File: src/rtl/dec2_pkg.sv
package dec2_pkg;
    typedef struct packed {
        logic init_ok;
        logic init_zero;
        logic init_cube;
        logic alarm;
        logic finished;
    } judge_st_t;

    // class code: 0 none, 1 one, 2 two, 3 three or more
    function automatic logic [1:0] class_of(input logic hz, input logic hc);
        logic [1:0] c;
        case ({hz, hc})
            2'b11:   c = 2'd0;
            2'b01:   c = 2'd1;
            2'b00:   c = 2'd2;
            default: c = 2'd3;
        endcase
        return c;
    endfunction
endpackage

File: src/rtl/dec2_gf_cube.sv
module dec2_gf_cube #(
    parameter int M = 4,
    parameter logic [M-1:0] FPOLY = 4'b0011
) (
    input  logic [M-1:0] a,
    output logic [M-1:0] cube
);
    function automatic logic [M-1:0] gmul(input logic [M-1:0] x, input logic [M-1:0] y);
        logic [M-1:0] acc;
        logic [M-1:0] sh;
        acc = '0;
        sh  = x;
        for (int i = 0; i < M; i++) begin
            if (y[i]) acc = acc ^ sh;
            sh = sh[M-1] ? ((sh << 1) ^ FPOLY) : (sh << 1);
        end
        return acc;
    endfunction

    logic [M-1:0] sq_d;

    always_comb begin
        sq_d = gmul(a, a);
        cube = gmul(sq_d, a);
    end
endmodule

File: src/rtl/dec2_check_bits.sv
module dec2_check_bits #(
    parameter int M = 4,
    parameter logic [M-1:0] FPOLY = 4'b0011
) (
    input  logic [M-1:0] s1,
    input  logic [M-1:0] s3,
    output logic         h_zero,
    output logic         h_cube
);
    logic [M-1:0] cube_d;

    dec2_gf_cube #(.M(M), .FPOLY(FPOLY)) cube_i (
        .a    (s1),
        .cube (cube_d)
    );

    always_comb begin
        h_zero = (s1 == '0);
        h_cube = (s3 == cube_d);
    end


    always_comb begin
        if (s1 == '0) h_cube_zero_chk: assert (h_cube == (s3 == '0));
    end
endmodule

File: src/rtl/dec2_decide.sv
module dec2_decide
    import dec2_pkg::*;
(
    input  logic active,
    input  logic init_zero,
    input  logic init_cube,
    input  logic h_zero,
    input  logic h_cube,
    output logic corr,
    output logic cancel
);
    logic [1:0] cls_init_d;
    logic [1:0] cls_now_d;
    logic       lower_d;

    always_comb begin
        cls_init_d = class_of(init_zero, init_cube);
        cls_now_d  = class_of(h_zero, h_cube);
        lower_d    = (cls_now_d < cls_init_d);
        corr       = active && lower_d;
        cancel     = active && !lower_d;
    end


    always_comb begin
        excl_pulse_chk: assert (!(corr && cancel));
    end
endmodule

File: src/rtl/dec2_errclass.sv
module dec2_errclass
    import dec2_pkg::*;
#(
    parameter int M = 4,
    parameter logic [M-1:0] FPOLY = 4'b0011
) (
    input  logic         clk,
    input  logic         rst_n,
    input  logic         clr,
    input  logic         load_last,
    input  logic         check_en,
    input  logic [M-1:0] s1,
    input  logic [M-1:0] s3,
    output logic         h_zero,
    output logic         h_cube,
    output logic         alarm,
    output logic         corr,
    output logic         cancel,
    output logic         finished
);
    judge_st_t st_d, st_q;
    logic      active_d;

    dec2_check_bits #(.M(M), .FPOLY(FPOLY)) bits_i (
        .s1     (s1),
        .s3     (s3),
        .h_zero (h_zero),
        .h_cube (h_cube)
    );

    always_comb begin
        active_d = check_en && !load_last && st_q.init_ok && !st_q.alarm && !st_q.finished;
    end

    dec2_decide decide_i (
        .active    (active_d),
        .init_zero (st_q.init_zero),
        .init_cube (st_q.init_cube),
        .h_zero    (h_zero),
        .h_cube    (h_cube),
        .corr      (corr),
        .cancel    (cancel)
    );

    always_comb begin
        st_d = st_q;
        if (clr) begin
            st_d = '0;
        end else if (load_last) begin
            st_d.init_ok   = 1'b1;
            st_d.init_zero = h_zero;
            st_d.init_cube = h_cube;
            st_d.alarm     = h_zero && !h_cube;
            st_d.finished  = 1'b0;
        end else if (active_d && h_zero && h_cube) begin
            st_d.finished = 1'b1;
        end
    end

    always_ff @(posedge clk or negedge rst_n) begin
        if (!rst_n) st_q <= '0;
        else        st_q <= st_d;
    end

    always_comb begin
        alarm    = st_q.alarm;
        finished = st_q.finished;
    end


    alarm_set_chk: assert property (@(posedge clk) disable iff (!rst_n)
        (load_last && !clr && h_zero && !h_cube) |=> alarm);

    alarm_quiet_chk: assert property (@(posedge clk) disable iff (!rst_n)
        alarm |-> (!corr && !cancel));

    done_block_chk: assert property (@(posedge clk) disable iff (!rst_n)
        finished |-> (!corr && !cancel));

    done_set_chk: assert property (@(posedge clk) disable iff (!rst_n)
        (check_en && (corr || cancel) && h_zero && h_cube && !clr) |=> finished);

    clear_chk: assert property (@(posedge clk) disable iff (!rst_n)
        clr |=> (!alarm && !finished));

    init_hold_chk: assert property (@(posedge clk) disable iff (!rst_n)
        (!clr && !load_last) |=> ($stable(st_q.init_zero) && $stable(st_q.init_cube)));

    idle_quiet_chk: assert property (@(posedge clk) disable iff (!rst_n)
        (!check_en || !st_q.init_ok) |-> (!corr && !cancel));
endmodule

File: config.mk
export PLATFORM = sky130hd
export DESIGN_NAME = dec2_errclass
export DESIGN_NICKNAME = d
export VERILOG_FILES = /design/src/rtl/dec2_pkg.sv /design/src/rtl/dec2_gf_cube.sv /design/src/rtl/dec2_check_bits.sv /design/src/rtl/dec2_decide.sv /design/src/rtl/dec2_errclass.sv
export SDC_FILE = /design/constraint.sdc
export NUM_CORES = 1
export LEC_CHECK = 0
export BUFFER_PORTS_ARGS = -buffer_cell sky130_fd_sc_hd__buf_2
export CAP_MARGIN = 15
export CORE_MARGIN = 2
export CORE_UTILIZATION = 45
export CTS_CLUSTER_SIZE = 20
export DETAILED_ROUTE_END_ITERATION = 7
export PLACE_DENSITY = 0.68
export SETUP_SLACK_MARGIN = 0.15
export SLEW_MARGIN = 15
export SYNTH_ARGS = -nofsm -noshare
export SYNTH_HDL_FRONTEND = slang
export SYNTH_HIERARCHICAL = 1
export SYNTH_SLANG_ARGS = --single-unit
export TNS_END_PERCENT = 10
File: constraint.sdc
create_clock -name clk -period 3.8 [get_ports clk]
set_input_delay 0.19 -clock clk [delete_from_list [all_inputs] [get_ports clk]]
set_output_delay 0.19 -clock clk [all_outputs]
set_load 0.03 [all_outputs]
== Word-level counts from Yosys, hierarchy flattened ==
Cells that the tools add are included.

* Eq/ne operators: 5
* Mux-type cells: 20
* Reductions and logical operators: 19
* Bitwise logic cells: 12
* Magnitude comparators: 1

{| class="wikitable"
|+ Operators with widths
! kind !! count
|-
| $mux 4 || 9
|-
| $xor 4x4->4 || 6
|-
| $mux 2 || 6
|-
| $not 2->2 || 6
|-
| $pmux 2 s3 || 2
|-
| $logic_and 1x1->1 || 9
|-
| $logic_not 1->1 || 5
|-
| $mux 5 || 1
|-
| $eq 2x1->1 const B || 2
|-
| $eq 2x2->1 const B || 2
|-
| $eq 4x4->1 || 1
|-
| $logic_not 2->1 || 2
|-
| $logic_not 4->1 || 1
|-
| $reduce_bool 3->1 || 1
|-
| $lt 2x2->1 || 1
|-
| $mux 1 || 2
|-
| $reduce_bool 2->1 || 1
|}

* Input port bits: 13
* Word-level logic and storage cells: 62
* Register bits after elaboration: 5
* Output and inout port bits: 6

== Longest topological paths before layout ==
Gate-level depths: netlist (run 1).

* Depth after elaboration: 22
* Mapped depth: 14
* Mapped depth without buffers: 13

== Cells and area by module ==
The synthesis (run 1) kept the hierarchy.

{| class="wikitable"
|+ Modules (own cells, without submodules)
! module !! area an instance (µm²) !! cells each !! times used !! sequential area each (µm²)
|-
| dec2_gf_cube || 417.9 || 62 || 1 || 0.0
|-
| dec2_errclass || 249.0 || 20 || 1 || 125.1
|-
| dec2_decide || 130.1 || 17 || 1 || 0.0
|-
| dec2_check_bits || 53.8 || 6 || 1 || 0.0
|}

== Least setup slack after synthesis (run 1) ==
No wires, ideal clock.

* Path type: in2out
* From: input port s1[0]
* To: output port cancel
* Path slack: -17 ps
* Stages: 14
* Path buffers: 1
* Data required time: 3610 ps
* Arrival time: 3627 ps
* Cell sequence: ha_1 -> buf_6 -> nor2_1 -> xnor2_1 -> nor3_1 -> a311oi_1 -> xor2_1 -> nor4_2 -> inv_1 -> ha_1 -> or2_1 -> ha_1 -> o21ai_1 -> a21oi_1

* Cells in the longest elaborated chain, start to end: 21
* Elaborated cells between the ends (all ways): 31
* Those cells by class: order compare (1); eq/ne (3); mux (13); bitwise (10); reduce/logical (4)

{| class="wikitable"
|+ Ends and longest elaborated chain
! element !! line !! RTL
|-
| from (decl) || dec2_errclass.sv:12 || <nowiki>input logic [M-1:0] s1,</nowiki>
|-
| $not 2->2 (no source line) or $mux 4 (tied branches) || - ||
|-
| $mux 2 or $xor 4x4->4 (tied branches) || dec2_gf_cube.sv:15, dec2_gf_cube.sv:14 ||
|-
| $xor 4x4->4 or $mux 4 (tied branches) || dec2_gf_cube.sv:14 || <nowiki>if (y[i]) acc = acc ^ sh;</nowiki>
|-
| $mux 4 or $xor 4x4->4 (tied branches) || dec2_gf_cube.sv:14 ||
|-
| $xor 4x4->4 or $mux 4 (tied branches) || dec2_gf_cube.sv:14 ||
|-
| $mux 4 or $xor 4x4->4 (tied branches) || dec2_gf_cube.sv:14 ||
|-
| $xor 4x4->4 or $mux 4 (tied branches) || dec2_gf_cube.sv:14 ||
|-
| $mux 4 or $not 2->2 (tied branches) || - ||
|-
| [7 not listed] || - ||
|-
| named net bits_i.cube_d[1] || dec2_check_bits.sv:10 || <nowiki>logic [M-1:0] cube_d;</nowiki>
|-
| $eq 4x4->1 (*) || dec2_check_bits.sv:19 || <nowiki>h_cube = (s3 == cube_d);</nowiki>
|-
| named net h_cube || dec2_errclass.sv:15 || <nowiki>output logic h_cube,</nowiki>
|-
| $eq 2x1->1 (tied with other cells) || dec2_pkg.sv:13 || <nowiki>case ({hz, hc})</nowiki>
|-
| $pmux 2 s3 (*) || dec2_pkg.sv:13 ||
|-
| $lt 2x2->1 (*) || dec2_decide.sv:19 || <nowiki>lower_d = (cls_now_d < cls_init_d);</nowiki>
|-
| $logic_not 1->1 (*) || dec2_decide.sv:21 || <nowiki>cancel = active && !lower_d;</nowiki>
|-
| $logic_and 1x1->1 (*) || dec2_decide.sv:21 ||
|-
| to (decl) || dec2_errclass.sv:18 || <nowiki>output logic cancel,</nowiki>
|}

Mark *: on every way through the listed nets, which the timed path passes. The rest lies on a longest branch.

== Final worst setup path (run 1) ==
* From: input port s1[3]
* To: output port cancel

* Cells in the longest elaborated chain, start to end: 21
* Elaborated cells between the ends (all ways): 32
* Those cells by class: order compare (1); eq/ne (3); mux (14); bitwise (10); reduce/logical (4)

{| class="wikitable"
|+ Ends and longest elaborated chain
! element !! line !! RTL
|-
| $mux 2 || dec2_gf_cube.sv:15 || <nowiki>sh = sh[M-1] ? ((sh << 1) ^ FPOLY) : (sh << 1);</nowiki>
|-
| $xor 4x4->4 || dec2_gf_cube.sv:14 ||
|-
| $mux 4 || dec2_gf_cube.sv:14 ||
|-
| $xor 4x4->4 || dec2_gf_cube.sv:14 ||
|-
| $mux 4 || dec2_gf_cube.sv:14 ||
|-
| $xor 4x4->4 || dec2_gf_cube.sv:14 ||
|-
| $mux 4 || dec2_gf_cube.sv:14 ||
|-
| $not 2->2 (no source line) || - ||
|-
| [6 not listed] || - ||
|-
| $mux 4 (*) || dec2_gf_cube.sv:14 ||
|-
| named net bits_i.cube_d[1] || dec2_check_bits.sv:10 ||
|-
| $eq 4x4->1 (*) || dec2_check_bits.sv:19 ||
|-
| $eq 2x1->1 (tied with other cells) || dec2_pkg.sv:13 ||
|-
| $pmux 2 s3 (*) || dec2_pkg.sv:13 ||
|-
| $lt 2x2->1 (*) || dec2_decide.sv:19 ||
|-
| $logic_not 1->1 (*) || dec2_decide.sv:21 ||
|-
| $logic_and 1x1->1 (*) || dec2_decide.sv:21 ||
|}

Marked as above.

==> run metrics, run 1 <==
clk slew on worst S/H paths=50 ps; sequential power share=25.0%; vias after detailed routing=807; status=finished, final reports clean; Total Power=224 uW; worst min-delay path class=input port to register; DP Area=936 sq um; syn_nets=125; Post-layout nets=143; number of setup violations in the final report=0; first-pass GRT wire length=2.81 mm; pin count of the biggest net entering global routing=20; Clock Power Share=28.0%; Max clock buf depth=2; Startpoint Class=input port; fin cells=147; Die Span Y=47.5 microns; Final Hold Viols=0; Mapped Area=851 sq um; Die ar.=2250 sq um; Async SR Flop Fraction=100%; VDD IR-drop max=0.111 mV; Syn-to-layout area delta=16.0%; critical path fanouts, max=17; initial antenna violation count=0; WHS=196 ps; Seq cells post-synth=5; H-tree depth=1; ys flop type=dfrtp_1; routed wire length=1.85 mm; core region area=1750 sq um; Crit Path Class=input port to output port; Seq/Total Area, Yosys=14.7%; Post-synth EDFFs=0; Pint=140 uW; IO Count=19; setup ws final=466 ps; placed insts=142; Netlist cell types=41; Util after Layout=56.6%; Root Buffer=clkbuf_4; drt via density=5.49; most frequent cells in the layout=buf_2, nor2_1, inv_1, xor2_1; post-DP HPWL=1.34 mm; DRT Pass-1 Iters=4; worst skew pair latency=240 ps; CP endpoint kind=output port; Post-Synthesis Cells=105; Tot GR Track Use=17.6%; switching share of power=37.3%; skew final=0.0397 ps; pre-CTS WS=229 ps; Ys Warns=6; Initial Utilization=48.7%; combinational power share=47.0%; GRT overflow=0; RSZ-0062 raised after global routing=false; share of cells above drive strength 1=24.6%; required time worst endpoint=3610 ps; syn avg cell area=8.10 sq um; drt drc=0; fmax=0.300 GHz; number of max-cap violations=0; Final min period=3330 ps; Die X=47.5 microns; GPL Wtd Cong=0.817; Slew Limit Headroom=78.8%; fin area=987 sq um; worst slew pin tran=316 ps; PortBufs=18; Arr. time, crit path=3140 ps; vias in the first global route=658; CTS buffer count=3; switching pwr=83.6 uW; CTS tree=yes; PD cells=227 nW/um^2; leakage=0.411 nW; Avg WL per Cell=12.6 microns; Antenna Cells=0; commonest non-fill, non-tap cell in the layout=buf_2; final cycle utilization of the critical path=87.7%; Fin Setup TNS=0 ps; # rows=15; fin. max-slew vios=0; post-route ant nets=0; Layout fillers=175; DRT iter0 DRCs=5; clock sink count=5
-- critical path, cell delays in order --
cell,delay [ps]
clkbuf_4,210
ha_4,400
nand2b_1,150
a31o_2,150
a21oi_1,40
a311oi_1,330
xor2_1,150
nor4_4,300
inv_1,90
ha_1,180
or2_1,220
ha_1,310
o21ai_1,70
a21oi_1,120
buf_2,210
-- cell families (layout without fill, tap and decap cells) --
family	Yosys count	in the layout	share of synthesized area, %
adders and majority gates	7	7	10.3
AOI/OAI and AO/OA	27	27	22.4
xor gates and xnor gates	11	11	11.3
buffers and inverters	17	34	11.0
DFF	5	5	14.7
and+or+nand+nor	35	35	26.8
muxes	3	3	3.53
-- registers in the layout, summed over array words and instances, names as in the netlist --
signal    count
alarm         1
finished      1
st_q          3
-- what timing repair did --
item | CTS | global route
hold buffers | 1 | 0
setup buffers | 0 | 0
endpoints found under the hold margin | 5 | 0
gates resized for setup | 0 | 3
endpoints found under the setup margin | 0 | 2
-- power by group through the flow --
stage          Combinational (mW)  Sequential [mW]  Clock [mW]
2_1_floorplan              0.0809           0.0570           0
3_3_place_gp               0.0979           0.0568           0
3_5_place_dp                0.101           0.0569           0
4_1_cts                     0.102           0.0561      0.0647
5_1_grt                     0.116           0.0563      0.0690
6_report                    0.105           0.0561      0.0627
-- final timing paths --
check	from	endpoint	slack (ps)	cells after the start
worst min-delay path	clr	st_q[3]$_DFFE_PN0N_	200	2
max in group asynchronous	rst_n	alarm$_DFFE_PN0N_	3360	2
worst max register to register	alarm$_DFFE_PN0N_	finished$_DFFE_PN0P_	2970	2
min in group asynchronous	rst_n	st_q[3]$_DFFE_PN0N_	300	2
worst min register to register	st_q[2]$_DFFE_PN0N_	st_q[2]$_DFFE_PN0N_	540	2
worst max-delay path	s1[3]	cancel	470	15
-- Yosys cell counts, drive strengths merged (2+ instances only) --
library cell  number  area (sq um)
nand3b             3          22.5
a21oi              5          28.8
mux2i              3          30.0
nand2b             4          32.5
a41oi              2          17.5
dfrtp              5           125
nor2              11          41.3
nor3               4          20.0
o211ai             2          15.0
inv                9          33.8
xnor2              4          35.0
xor2               7          61.3
o21ai              7          35.0
buf                8          60.1
nor4               2          18.8
a31oi              2          12.5
nor2b              3          18.8
ha                 7          87.6
-- layer usage --
layer	global-route usage [%]	share of wire (%)
met4	8.33	0
met2	29.7	50
met5	0	0
met3	2.26	3.0
met1	22.1	47
-- cell type report --
cell class,count,area (sq um),share of cell area [%]
inverters,9,33.8,3.42
flip-flops and latches,5,125,12.7
clock buffers,4,26.3,2.66
multi-input cells,83,653,66.2
well taps,25,31.3,3.17
repair buffers,21,118,11.9
Power figures use the tool's default switching activity.
==> inputs of run 2 (changes only) <==
==> constraint.sdc (replaced) <==
create_clock -name clk -period 3.8 [get_ports clk]
set_input_delay 0.76 -clock clk [delete_from_list [all_inputs] [get_ports clk]]
set_output_delay 0.76 -clock clk [all_outputs]
set_load 0.03 [all_outputs]
==> run 2 against run 1 <==
  * The run now ends with setup timing left
  * Critical path depth is 2 higher
  * Total power is 24% higher
  * Flip-flop and latch count stayed put
  * Sequential share of layout area is 3.3 points lower
  * Non-clock buffer count is 19 higher
  * Largest power group unchanged
  * Highest routed layer is now met4
==> run metrics, run 2 (synthesized netlist as in run 1, its figures left out) <==
Initial Utilization=48.7% (unchanged); commonest non-fill, non-tap cell in the layout=buf_4 (was buf_2); core region area=1750 sq um (unchanged); most frequent cells in the layout=buf_4, buf_2, nor2_1, inv_1 (was buf_2, nor2_1, inv_1, xor2_1); PortBufs=18 (unchanged); GPL Wtd Cong=0.800 (was 0.817); DRT Pass-1 Iters=6 (was 4); PD cells=208 nW/um^2 (was 227 nW/um^2); worst skew pair latency=240 ps (about the same); fmax=0.240 GHz (was 0.300 GHz); Die X=47.5 microns (unchanged); worst slew pin tran=418 ps (was 316 ps); Final Hold Viols=0 (unchanged); Slew Limit Headroom=72.1% (was 78.8%); routed wire length=2.30 mm (was 1.85 mm); Tot GR Track Use=21.2% (was 17.6%); Startpoint Class=input port (unchanged); drt via density=5.54 (was 5.49); Crit Path Class=input port to output port (unchanged); # rows=15 (unchanged); Fin Setup TNS=-707 ps (was 0 ps); post-route ant nets=0 (unchanged); post-DP HPWL=1.53 mm (was 1.34 mm); Post-layout nets=162 (was 143); initial antenna violation count=0 (unchanged); vias in the first global route=854 (was 658); fin. max-slew vios=0 (unchanged); leakage=0.547 nW (was 0.411 nW); clock sink count=5 (unchanged); VDD IR-drop max=0.118 mV (was 0.111 mV); worst min-delay path class=input port to asynchronous set/reset pin (was input port to register); violated checks=setup timing; CTS buffer count=3 (unchanged); GRT overflow=0 (unchanged); IO Count=19 (unchanged); first-pass GRT wire length=3.57 mm (was 2.81 mm); clk slew on worst S/H paths=50 ps (about the same); Root Buffer=clkbuf_4 (unchanged); Avg WL per Cell=13.8 microns (was 12.6 microns); skew final=6.66 ps (was 0.0397 ps); number of max-cap violations=0 (unchanged); Arr. time, crit path=3410 ps (was 3140 ps); CTS tree=yes (unchanged); setup ws final=-371 ps (was 466 ps); share of cells above drive strength 1=53.9% (was 24.6%); Die ar.=2250 sq um (unchanged); status=complete, but fails checks (was finished, final reports clean); Antenna Cells=0 (unchanged); Max clock buf depth=2 (unchanged); DRT iter0 DRCs=22 (was 5); number of setup violations in the final report=2 (was 0); vias after detailed routing=919 (was 807); max FFs per register=3 (unchanged); Final min period=4170 ps (was 3330 ps); drt drc=0 (unchanged); CP endpoint kind=output port (unchanged); largest reg by FF count=st_q (unchanged); final cycle utilization of the critical path=110% (was 87.7%); H-tree depth=1 (unchanged); hold buffers post-CTS=0 (was 1); pre-CTS WS=-509 ps (was 229 ps); Syn-to-layout area delta=57.5% (was 16.0%); RSZ-0062 raised after global routing=true (was false); required time worst endpoint=3040 ps (was 3610 ps); critical path fanouts, max=6 (was 17); Die Span Y=47.5 microns (unchanged); pin count of the biggest net entering global routing=13 (was 20)
run 2: changes by cell type in the layout (fill, tap and decap cells not counted), sizes merged:
cell / before / now
buf: 19 / 40
clkbuf: 5 / 4
dlygate4sd3: 1 / 0
run 2: worst paths after layout:
kind	startpoint	end	slack [ps]	depth (start not counted)
min reg2reg	st_q[2]$_DFFE_PN0N_	st_q[2]$_DFFE_PN0N_	530	2
max	s1[0]	cancel	-370	17
max in group asynchronous	rst_n	finished$_DFFE_PN0P_	3340	1
min in group clk	st_q[2]$_DFFE_PN0N_	st_q[2]$_DFFE_PN0N_	530	2
min	rst_n	st_q[4]$_DFFE_PN0N_	320	1
max reg2reg	alarm$_DFFE_PN0N_	finished$_DFFE_PN0P_	2930	2
run 2: critical path: stages:
cell and delay [ps]:
buf_8 100, ha_4 300, buf_6 130, nor2_4 40
buf_6 120, xnor2_2 130, nor3_2 60, a311oi_2 200
xor2_1 150, nor4_4 240, inv_1 100, ha_2 190
or2_4 250, ha_4 290, o21ai_4 60, a21oi_4 130
buf_6 140
run 2: area by class of cell:
type | count | area, sq um
Multi-Input combinational cell | 83 | 825
Sequential cell | 5 | 125
Clock buffer | 4 | 26.3
Tap cell | 25 | 31.3
Inverter | 9 | 33.8
Fill cell | 129 | 405
Timing Repair Buffer | 40 | 299
run 2: power by group:
| part | switching (mW) | internal [mW] |
|---|---|---|
| logic | 0.0809 | 0.0796 |
| registers | 0.00122 | 0.0548 |
| clock network | 0.0219 | 0.0397 |
run 2: metal layers:
| layer | share of wire (%) | GRT usage, % | routed length [microns] |
|---|---|---|---|
| met1 | 47 | 30.9 | 1080 |
| met2 | 47 | 36.5 | 1090 |
| met3 | 5.1 | 0 | 116 |
| met4 | 0.44 | 1.67 | 10 |
| met5 | 0 | 0 | 0 |
run 2: stage by stage:
stage | cell area (sq um) | hold slack (ps) | utilization [%] | power (mW) | cells
2_1_floorplan | 910 | 464 | - | 0.146 | 105
3_3_place_gp | 1110 | 518 | 63.8 | 0.180 | 159
3_5_place_dp | 1110 | 521 | 63.8 | 0.182 | 159
4_1_cts | 1240 | 325 | 70.9 | 0.258 | 166
5_1_grt | 1340 | 324 | 76.8 | 0.293 | 166
6_report | 1340 | 320 | 76.8 | 0.278 | 166
run 2: timing repair:
action / 4_1_cts / 5_1_grt
endpoints found under the hold margin: 0 / 0
setup buffers: 3 / 0
gates resized for setup: 20 / 23
setup endpoints to repair: 2 / 2
pin swaps: 12 / 12
